### src/rtl/smi_pkg.sv
package smi_pkg;
  localparam int unsigned DATA_W = 8;
  localparam int unsigned FEAT_W = 6;

  typedef enum logic [1:0] {
    ACC_NONE = 2'd0,
    ACC_CMD  = 2'd1,
    ACC_STS  = 2'd2
  } acc_e;
endpackage

### src/rtl/smi_addr_dec.sv
module smi_addr_dec
  import smi_pkg::*;
#(
  parameter int unsigned ADDR_W   = 16,
  parameter logic [ADDR_W-1:0] CMD_ADDR = 16'h00B2,
  parameter logic [ADDR_W-1:0] STS_ADDR = 16'h00B3
) (
  input  logic [ADDR_W-1:0] addr_i,
  input  logic              wr_i,
  output acc_e              sel_o,
  output logic              wr_cmd_o,
  output logic              wr_sts_o
);
  always_comb begin
    if (addr_i == CMD_ADDR)      sel_o = ACC_CMD;
    else if (addr_i == STS_ADDR) sel_o = ACC_STS;
    else                         sel_o = ACC_NONE;
  end

  assign wr_cmd_o = wr_i && (sel_o == ACC_CMD);
  assign wr_sts_o = wr_i && (sel_o == ACC_STS);
endmodule

### src/rtl/smi_sts_neg.sv
module smi_sts_neg
  import smi_pkg::*;
#(
  parameter logic [FEAT_W-1:0] HOST_FEATURES = 6'b000101,
  parameter bit                IFACE_EN      = 1'b1
) (
  input  logic              clk_i,
  input  logic              rst_ni,
  input  logic              wr_i,
  input  logic [DATA_W-1:0] wdata_i,
  output logic [DATA_W-1:0] sts_o,
  output logic [FEAT_W-1:0] active_o
);
  logic              keep_q;
  logic              flag_q;
  logic [FEAT_W-1:0] field_q;
  logic [FEAT_W-1:0] active_q;

  logic [FEAT_W-1:0] req;
  logic              is_query;
  logic              req_ok;

  assign req      = wdata_i[DATA_W-1:2];
  assign is_query = wdata_i[1];
  // empty request is the legacy clear and is always accepted
  assign req_ok   = (req == '0) || (IFACE_EN && ((req & ~HOST_FEATURES) == '0));

  always_ff @(posedge clk_i or negedge rst_ni) begin
    if (!rst_ni) begin
      keep_q   <= 1'b0;
      flag_q   <= 1'b0;
      field_q  <= '0;
      active_q <= '0;
    end else if (wr_i) begin
      keep_q <= wdata_i[0];
      if (is_query) begin
        flag_q  <= !IFACE_EN;
        field_q <= IFACE_EN ? HOST_FEATURES : '0;
      end else begin
        flag_q  <= !req_ok;
        field_q <= '0;
        if (req_ok) active_q <= req;
      end
    end
  end

  assign sts_o    = {field_q, flag_q, keep_q};
  assign active_o = active_q;
endmodule

### src/rtl/smi_fanout.sv
module smi_fanout #(
  parameter int unsigned N_CPU = 4
) (
  input  logic             clk_i,
  input  logic             rst_ni,
  input  logic             fire_i,
  input  logic             bcast_i,
  output logic [N_CPU-1:0] smi_o
);
  for (genvar g = 0; g < N_CPU; g++) begin : g_cpu
    logic hit;
    if (g == 0) begin : g_boot
      assign hit = fire_i;
    end else begin : g_ap
      assign hit = fire_i && bcast_i;
    end

    always_ff @(posedge clk_i or negedge rst_ni) begin
      if (!rst_ni) smi_o[g] <= 1'b0;
      else         smi_o[g] <= hit;
    end
  end
endmodule

### src/rtl/smi_port_ctrl.sv
module smi_port_ctrl
  import smi_pkg::*;
#(
  parameter int unsigned       N_CPU         = 4,
  parameter int unsigned       ADDR_W        = 16,
  parameter logic [ADDR_W-1:0] CMD_ADDR      = 16'h00B2,
  parameter logic [ADDR_W-1:0] STS_ADDR      = 16'h00B3,
  parameter logic [5:0]        HOST_FEATURES = 6'b000101,
  parameter bit                IFACE_EN      = 1'b1
) (
  input  logic              clk_i,
  input  logic              rst_ni,
  input  logic [ADDR_W-1:0] addr_i,
  input  logic              rd_i,
  input  logic              wr_i,
  input  logic [7:0]        wdata_i,
  output logic [7:0]        rdata_o,
  output logic [N_CPU-1:0]  smi_o
);
  localparam int unsigned BCAST_BIT = 0;  // field bit 0 = status bit 2

  acc_e              sel;
  logic              wr_cmd;
  logic              wr_sts;
  logic [DATA_W-1:0] cmd_q;
  logic [DATA_W-1:0] sts_view;
  logic [FEAT_W-1:0] active;

  smi_addr_dec #(
    .ADDR_W  (ADDR_W),
    .CMD_ADDR(CMD_ADDR),
    .STS_ADDR(STS_ADDR)
  ) u_dec (
    .addr_i  (addr_i),
    .wr_i    (wr_i),
    .sel_o   (sel),
    .wr_cmd_o(wr_cmd),
    .wr_sts_o(wr_sts)
  );

  always_ff @(posedge clk_i or negedge rst_ni) begin
    if (!rst_ni)     cmd_q <= '0;
    else if (wr_cmd) cmd_q <= wdata_i;
  end

  smi_sts_neg #(
    .HOST_FEATURES(HOST_FEATURES),
    .IFACE_EN     (IFACE_EN)
  ) u_sts (
    .clk_i   (clk_i),
    .rst_ni  (rst_ni),
    .wr_i    (wr_sts),
    .wdata_i (wdata_i),
    .sts_o   (sts_view),
    .active_o(active)
  );

  smi_fanout #(
    .N_CPU(N_CPU)
  ) u_fan (
    .clk_i  (clk_i),
    .rst_ni (rst_ni),
    .fire_i (wr_cmd),
    .bcast_i(active[BCAST_BIT]),
    .smi_o  (smi_o)
  );

  always_comb begin
    rdata_o = '0;
    if (rd_i) begin
      unique case (sel)
        ACC_CMD: rdata_o = cmd_q;
        ACC_STS: rdata_o = sts_view;
        default: rdata_o = '0;
      endcase
    end
  end
endmodule

### config.mk
export PLATFORM = sky130hd
export DESIGN_NAME = smi_port_ctrl
export DESIGN_NICKNAME = d
export VERILOG_FILES = /design/src/rtl/smi_pkg.sv /design/src/rtl/smi_addr_dec.sv /design/src/rtl/smi_sts_neg.sv /design/src/rtl/smi_fanout.sv /design/src/rtl/smi_port_ctrl.sv
export SDC_FILE = /design/constraint.sdc
export NUM_CORES = 1
export LEC_CHECK = 0
export ABC_AREA = 1
export BUFFER_PORTS_ARGS = -buffer_cell sky130_fd_sc_hd__buf_4
export CAP_MARGIN = 25
export CORE_MARGIN = 1.5
export CORE_UTILIZATION = 45
export CTS_CLUSTER_DIAMETER = 30
export DETAILED_ROUTE_END_ITERATION = 6
export PLACE_DENSITY = 0.78
export RECOVER_POWER = 100
export SLEW_MARGIN = 20
export SYNTH_ARGS = -nofsm -noshare
export SYNTH_HDL_FRONTEND = slang
export SYNTH_HIERARCHICAL = 1
export SYNTH_SLANG_ARGS = --single-unit
export TNS_END_PERCENT = 20
### constraint.sdc
create_clock -name clk_i -period 1.63 [get_ports clk_i]
set_input_delay 0.0815 -clock clk_i [delete_from_list [all_inputs] [get_ports clk_i]]
set_output_delay 0.0815 -clock clk_i [all_outputs]
set_load 0.05 [all_outputs]
==> impl_metrics.ini, run 1 <==
[run_status]
outcome = finished clean

[placement]
io_buffer_count = 39
finalWeightedCongestion = 0.807
pre_cts_slack_ps = -48.3
dp_hpwl_mm = 1.63

[timing]
slew_viol_final = 0
layout_min_cycle_time_ps = 1550
fmax_ghz = 0.645
tightest_slew_ps = 753
post-route-period-util_pct = 95.1
setup_slack_ps = 79.2
setup_violations = 0
clock_skew_ps = 0.203
relSlewSlack_pct = 49.8
hold_violations = 0

[power]
total_power_mw = 0.696
ir_worst_vdd_v = 0.000529
p_per_area_nw_per_um2 = 513
leakage_nw = 0.653

[routing]
detail-route-antenna-nets = 0
vias_per_cell = 4.57
vias = 878
first_pass_iters = 4
wl_mm = 2.16
wire_per_inst_um = 11.2
route.detailed.drc = 0
first_iter_violations = 8

[die]
num_io_pins = 40
initial_core_util_pct = 47.1
rows = 16
chipWidth_um = 48.1
dieArea_um2 = 2310
core-area_um2 = 1940
die_h_um = 48.1

[synthesis]
synthCells = 128
netlist_area_um2 = 915
yosys_warnings = 6
syn_avg_cell_area_um2 = 7.15

[critical_path]
cp-start-kind = primary input
endpoint_kind = output port
path_class = primary input to output port
cp_max_fo = 8
critPathArrivalTime_ps = 1470
crit_required_ps = 1550

[layout]
area_growth_pct = 48.3
final_core_util_pct = 69.8
diodes = 0
nets = 196
most-common-layout-cells = nand2_1, buf_4, inv_1
fillCellCount = 163
mostFrequentLayoutCell = nand2_1
drive_above_1_share_pct = 40.0

[global_routing]
grt_overflow = 0
antenna_found_initial = 0
grt_max_degree = 19
grt_pass1_wl_mm = 3.29
track_usage_pct = 20.6
grt_pass1_vias = 826

[clock_network]
cts_made_buffers = 3
root_buffer = clkbuf_4
cts_sinks = 14
htreeDepth = 1
cts.path.max_buffers = 2
clk_pin_slew_ps = 80
cts_tree = yes
clkLatencyLatePin_ps = 290

[job]
cap_viol_max_count = 0

[worst_hold_path]
hp-class = primary input to flip-flop
[what timing repair did]
item	in CTS	in global routing
hold buffers	2	0
setup endpoints to repair	8	8
gates resized for setup	2	31
pin swaps	0	2
setup buffers	0	0
hold endpoints to repair	15	0
[cell type report]
class                           instances  area (µm²)  area share (%)
Sequential cell                        14         350            25.8
Timing Repair Buffer                   42         343            25.3
Clock buffer                            4        36.3            2.68
Inverter                               20        77.6            5.72
Multi-Input combinational cell         85         515            38.0
Tap cell                               27        33.8            2.49
[through the flow]
stage          std cells  area (µm²)  hold slack (ps)  TNS, ps
2_1_floorplan        131         926             -214    -1480
3_3_place_gp         186        1170            -60.7        0
3_5_place_dp         186        1170            -58.6     -206
4_1_cts              192        1230            0.426        0
5_1_grt              192        1360             23.1     -194
6_report             192        1360             6.53        0
[path summary, 6_finish.rpt]
| check | from | endpoint | slack [ps] | depth (start not counted) |
|---|---|---|---|---|
| max | addr_i[11] | rdata_o[7] | 80 | 12 |
| min | wdata_i[0] | u_sts/keep_q | 7 | 3 |
| max reg2reg | cmd_q[2] | cmd_q[2] | 980 | 2 |
| min reg2reg | u_sts/active_o[0] | u_fan/smi_o[1] | 470 | 2 |
| max in group asynchronous | rst_ni | cmd_q[4] | 790 | 2 |
| min in group asynchronous | rst_ni | cmd_q[5] | 360 | 2 |
[state kept, by name, summed over array words and instances (netlist names)]
register and count:
u_sts/active_o 1, u_sts/keep_q 1, u_fan/smi_o 2, u_sts/flag_q 1, u_sts/field_q 1, cmd_q 8
[routing by layer]
layer	global-route usage [%]	vias to the layer above	routed length (µm)
met1	22.2	415	829
met2	39.2	15	1240
met3	3.40	4	66
li1	-	444	-
met5	0	-	0
met4	8.11	0	26
[power breakdown]
group | internal [mW] | total [mW] | switching (mW)
logic | 0.0510 | 0.0896 | 0.0385
registers | 0.347 | 0.347 | 0.0000905
clock network | 0.136 | 0.259 | 0.123
total | 0.534 | 0.696 | 0.162
[critical path, stage by stage]
cell,delay [ps]
buf_4,110
nor2_2,100
nand2_1,70
nor2_2,140
nand2_2,80
inv_2,60
inv_1,40
ha_2,290
inv_4,80
nand2_8,100
a21oi_2,140
buf_6,170
No activity file was read; power rests on OpenSTA's default activity.
==> run 2: changes to the inputs <==
Settings changed: BUFFER_PORTS_ARGS -buffer_cell sky130_fd_sc_hd__buf_4 to not set, DONT_BUFFER_PORTS set to 1, MAX_ROUTING_LAYER set to met4, PLACE_DENSITY 0.78 to 0.64.
==> impl_metrics.ini, run 2 (synthesis gave the netlist of run 1 again) <==
[run_status]
outcome = finished clean

[power]
total_power_mw = 0.638
p_int_mw = 0.505
leakage_nw = 0.532
p_sw_share_pct = 20.8
seqPwrFrac_pct = 54.4
ir_worst_vdd_v = 0.000461
p_per_area_nw_per_um2 = 587
clkPwrFrac_pct = 38.1
combinationalPowerShare_pct = 7.5
power_switching_mw = 0.133

[die]
chipWidth_um = 48.1
num_io_pins = 40
core-area_um2 = 1940
initial_core_util_pct = 47.1
die_h_um = 48.1
dieArea_um2 = 2310
rows = 16

[timing]
hold_violations = 0
relSlewSlack_pct = 46.8
fmax_ghz = 0.687
post-route-period-util_pct = 89.3
slew_viol_final = 0
clock_skew_ps = 0.00339
setup_violations = 0
hold_ws_ps = 86.6
layout_min_cycle_time_ps = 1460
tightest_slew_ps = 802

[clock_network]
cts_made_buffers = 3
cts_sinks = 14
htreeDepth = 1
cts_tree = yes
clkLatencyLatePin_ps = 270
root_buffer = clkbuf_4
clk_pin_slew_ps = 80
cts.path.max_buffers = 2

[critical_path]
cp-start-kind = primary input
critPathArrivalTime_ps = 1370
crit_required_ps = 1550
cp_max_fo = 8
path_class = primary input to output port
endpoint_kind = output port
rr_worst_depth = 2

[worst_hold_path]
hold_depth = 4
hp-class = primary input to flip-flop

[routing]
wl_mm = 1.80
first_pass_iters = 4
detail-route-antenna-nets = 0
wire_per_inst_um = 10.7
first_iter_violations = 14
vias = 742
vias_per_cell = 4.39
route.detailed.drc = 0

[global_routing]
grt_pass1_vias = 715
antenna_found_initial = 0
track_usage_pct = 19.1
grt_overflow = 0
grt_pass1_wl_mm = 2.93
grt_max_degree = 19

[layout]
mostFrequentLayoutCell = nand2_1
final_core_util_pct = 56.0
diodes = 0
nets = 173
reg_top3 = cmd_q (8), u_fan/smi_o (2)
area_growth_pct = 18.9
most-common-layout-cells = nand2_1, inv_1, dfrtp_1
fin_area_um2 = 1090
fillCellCount = 213
drive_above_1_share_pct = 19.0
largest_register_ffs = 8
regMostFlops = cmd_q
fin_cells = 169

[placement]
finalWeightedCongestion = 0.768
place_area_um2 = 946
dp_hpwl_mm = 1.37
io_buffer_count = 0
dp_cells = 156

[job]
cap_viol_max_count = 0
-- run 2: changes by cell type in the layout (fill, tap and decap cells not counted), sizes merged --
cell         delta
buf            -30
dlygate4sd3     +7
-- run 2: final timing paths --
kind                              startpoint        endpoint  slack [ps]
setup / recovery                  addr_i[15]      rdata_o[7]         170
hold / removal                          wr_i    u_sts/keep_q          90
setup reg to reg                    cmd_q[1]        cmd_q[1]         960
hold reg to reg            u_sts/active_o[0]  u_fan/smi_o[1]         470
max in group asynchronous             rst_ni        cmd_q[0]         960
min in group asynchronous             rst_ni        cmd_q[5]         260
-- run 2: worst max-delay path: stages --
cell     delay [ps]
nor2_1           90
nand2_1          70
nor2_2          110
nand2_1          70
inv_1            80
inv_1            50
ha_1            280
inv_1            90
nand2_4         100
a21oi_1         140
buf_4           220
-- run 2: stage by stage --
stage | setup slack [ps] | TNS, ps
detailed placement | 69.7 | 0
floorplan | -186 | -1480
finish | 175 | 0
CTS | 59.7 | 0
global route | -5.98 | -5.98
global placement | 134 | 0
-- run 2: what timing repair did --
action | CTS | global route
hold buffers | 9 | 0
resized for setup | 0 | 10
buffers inserted | 0 | 0
endpoints found under the setup margin | 0 | 8
hold endpoints to repair | 26 | 0
-- run 2: power by group through the flow --
stage / logic (mW) / clock network, mW / registers, mW
2_1_floorplan: 0.0238 / 0 / 0.354
3_3_place_gp: 0.0180 / 0 / 0.354
3_5_place_dp: 0.0190 / 0 / 0.354
4_1_cts: 0.0494 / 0.251 / 0.347
5_1_grt: 0.0545 / 0.268 / 0.347
6_report: 0.0477 / 0.243 / 0.347
-- run 2: area by class of cell --
cell class	instances	area, µm²	share of cell area, %
clock buffers	4	36.3	3.34
inverters	20	75.1	6.90
multi-input cells	85	429	39.5
flip-flops and latches	14	350	32.2
well taps	27	33.8	3.11
repair buffers	19	163	15.0
-- run 2: routing by layer --
metal | up-vias | global-route usage (%) | share of wire, %
met1 | 331 | 20.9 | 43
met4 | 0 | 6.49 | 0.39
li1 | 396 | - | -
met3 | 2 | 3.40 | 3.2
met2 | 13 | 34.4 | 54
met5 | - | - | 0
==> run 3: changes to the inputs <==
Settings changed: REMOVE_ABC_BUFFERS set to 1.
==> impl_metrics.ini, run 3 (synthesis gave the netlist of run 1 again) <==
[run_status]
outcome = finished clean

[layout]
area_growth_pct = 15.9
seq_area_um2 = 350
nets = 173
drive_above_1_share_pct = 15.5
most-common-layout-cells = nand2_1, inv_1, dfrtp_1
diodes = 0
fin_area_um2 = 1060
regMostFlops = cmd_q
fillCellCount = 200
reg_top3 = cmd_q (8), u_fan/smi_o (2)
multi_input_area_um2 = 405
largest_register_ffs = 8
mostFrequentLayoutCell = nand2_1

[critical_path]
crit_top_cell = inv_1
worst_path_max_delay_cell = ha_1
critPathArrivalTime_ps = 1350
cp-start-kind = primary input
crit_required_ps = 1550
cp_max_fo = 8
r2r_slack_ps = 960
endpoint_kind = output port
slowest_delay_ps = 270
cp_cell_sequence = nor2_1 -> nand2_1 -> nor2_2 -> nand2_1 -> inv_1 -> inv_1 -> ha_1 -> inv_1 -> nand2_2 -> a21oi_2 -> clkbuf_4
path_class = primary input to output port

[routing]
first_iter_violations = 9
wire_per_inst_um = 10.0
route.detailed.drc = 0
first_pass_iters = 4
vias_per_cell = 4.44
wl_mm = 1.70
detail-route-antenna-nets = 0
vias = 750

[die]
initial_core_util_pct = 47.1
dieArea_um2 = 2310
chipWidth_um = 48.1
rows = 16
core-area_um2 = 1940
die_h_um = 48.1
num_io_pins = 40

[timing]
layout_min_cycle_time_ps = 1430
setup_violations = 0
hold_violations = 0
post-route-period-util_pct = 87.9
tightest_slew_ps = 804
slew_viol_final = 0
relSlewSlack_pct = 46.7
rsz0062_at_grt = no
clock_skew_ps = 0.782
fmax_ghz = 0.698
setup_slack_ps = 197

[clock_network]
cts_tree = yes
htreeDepth = 1
cts.path.max_buffers = 2
clkLatencyLatePin_ps = 270
root_buffer = clkbuf_4
cts_made_buffers = 3
cts_sinks = 14
clk_pin_slew_ps = 80

[global_routing]
antenna_found_initial = 0
track_usage_pct = 17.8
grt_overflow = 0
grt_pass1_wl_mm = 2.82
grt_max_degree = 19
grt_pass1_vias = 694

[worst_hold_path]
hp-class = primary input to flip-flop

[power]
ir_worst_vdd_v = 0.000442
seqPwrFrac_pct = 54.7
p_per_area_nw_per_um2 = 599
power_switching_mw = 0.130
clkPwrFrac_pct = 37.9
p_int_mw = 0.505
combinationalPowerShare_pct = 7.4
total_power_mw = 0.635
p_sw_share_pct = 20.5
leakage_nw = 0.522

[placement]
finalWeightedCongestion = 0.766
io_buffer_count = 0
pre_cts_slack_ps = 120
dp_hpwl_mm = 1.28
place_area_um2 = 946

[job]
cap_viol_max_count = 0
run 3: cell count changes in the layout (fill, tap and decap cells not counted), sizes merged:
cell / previous run / this run
buf: 8 / 7
clkbuf: 6 / 7
run 3: final timing paths:
check                                  startpoint                 to  depth (start not counted)
worst min register to register  u_sts/active_o[0]     u_fan/smi_o[1]                          2
worst max-delay path                   addr_i[15]         rdata_o[2]                         11
worst min-delay path                   wdata_i[6]  u_sts/active_o[0]                          3
min in group asynchronous                  rst_ni           cmd_q[2]                          1
max in group asynchronous                  rst_ni           cmd_q[4]                          1
worst max register to register           cmd_q[5]           cmd_q[5]                          2
run 3: critical path: cells and delay by family:
family	cells	cell delay, ps
adders and majority gates	1	270
and+or+nand+nor	5	450
AOI/OAI and AO/OA	1	130
buffers and inverters	4	420
run 3: area by class of cell:
class                   instances  area share, %
multi-input cells              85           38.3
flip-flops and latches         14           33.1
repair buffers                 19           15.0
inverters                      20           7.08
clock buffers                   4           3.42
well taps                      27           3.19
run 3: what timing repair did:
item                                   in CTS  in global routing
endpoints found under the hold margin      26                  0
hold buffers                                9                  0
resized for setup                           0                  3
setup endpoints to repair                   0                  8
setup buffers                               0                  0
run 3: metal layers:
metal / GRT usage (%) / vias up / wire [µm]
li1: - / 400 / -
met1: 21.0 / 330 / 744
met2: 30.7 / 18 / 886
met3: 1.51 / 2 / 52
met4: 7.57 / 0 / 12
met5: - / - / 0
run 3: stage by stage:
step           utilization, %  hold slack (ps)  cells  setup TNS (ps)
2_1_floorplan               -             -214    119           -1480
3_3_place_gp             48.7             -214    156               0
3_5_place_dp             48.7             -214    156               0
4_1_cts                  55.2             3.65    169               0
5_1_grt                  54.6             24.7    169               0
6_report                 54.6             11.9    169               0
run 3: power groups by stage:
stage / Combinational (mW) / Sequential, mW / Clock [mW]
finish: 0.0469 / 0.347 / 0.241
global route: 0.0545 / 0.347 / 0.260
CTS: 0.0485 / 0.347 / 0.246
detailed placement: 0.0190 / 0.354 / 0
global placement: 0.0180 / 0.354 / 0
floorplan: 0.0169 / 0.354 / 0
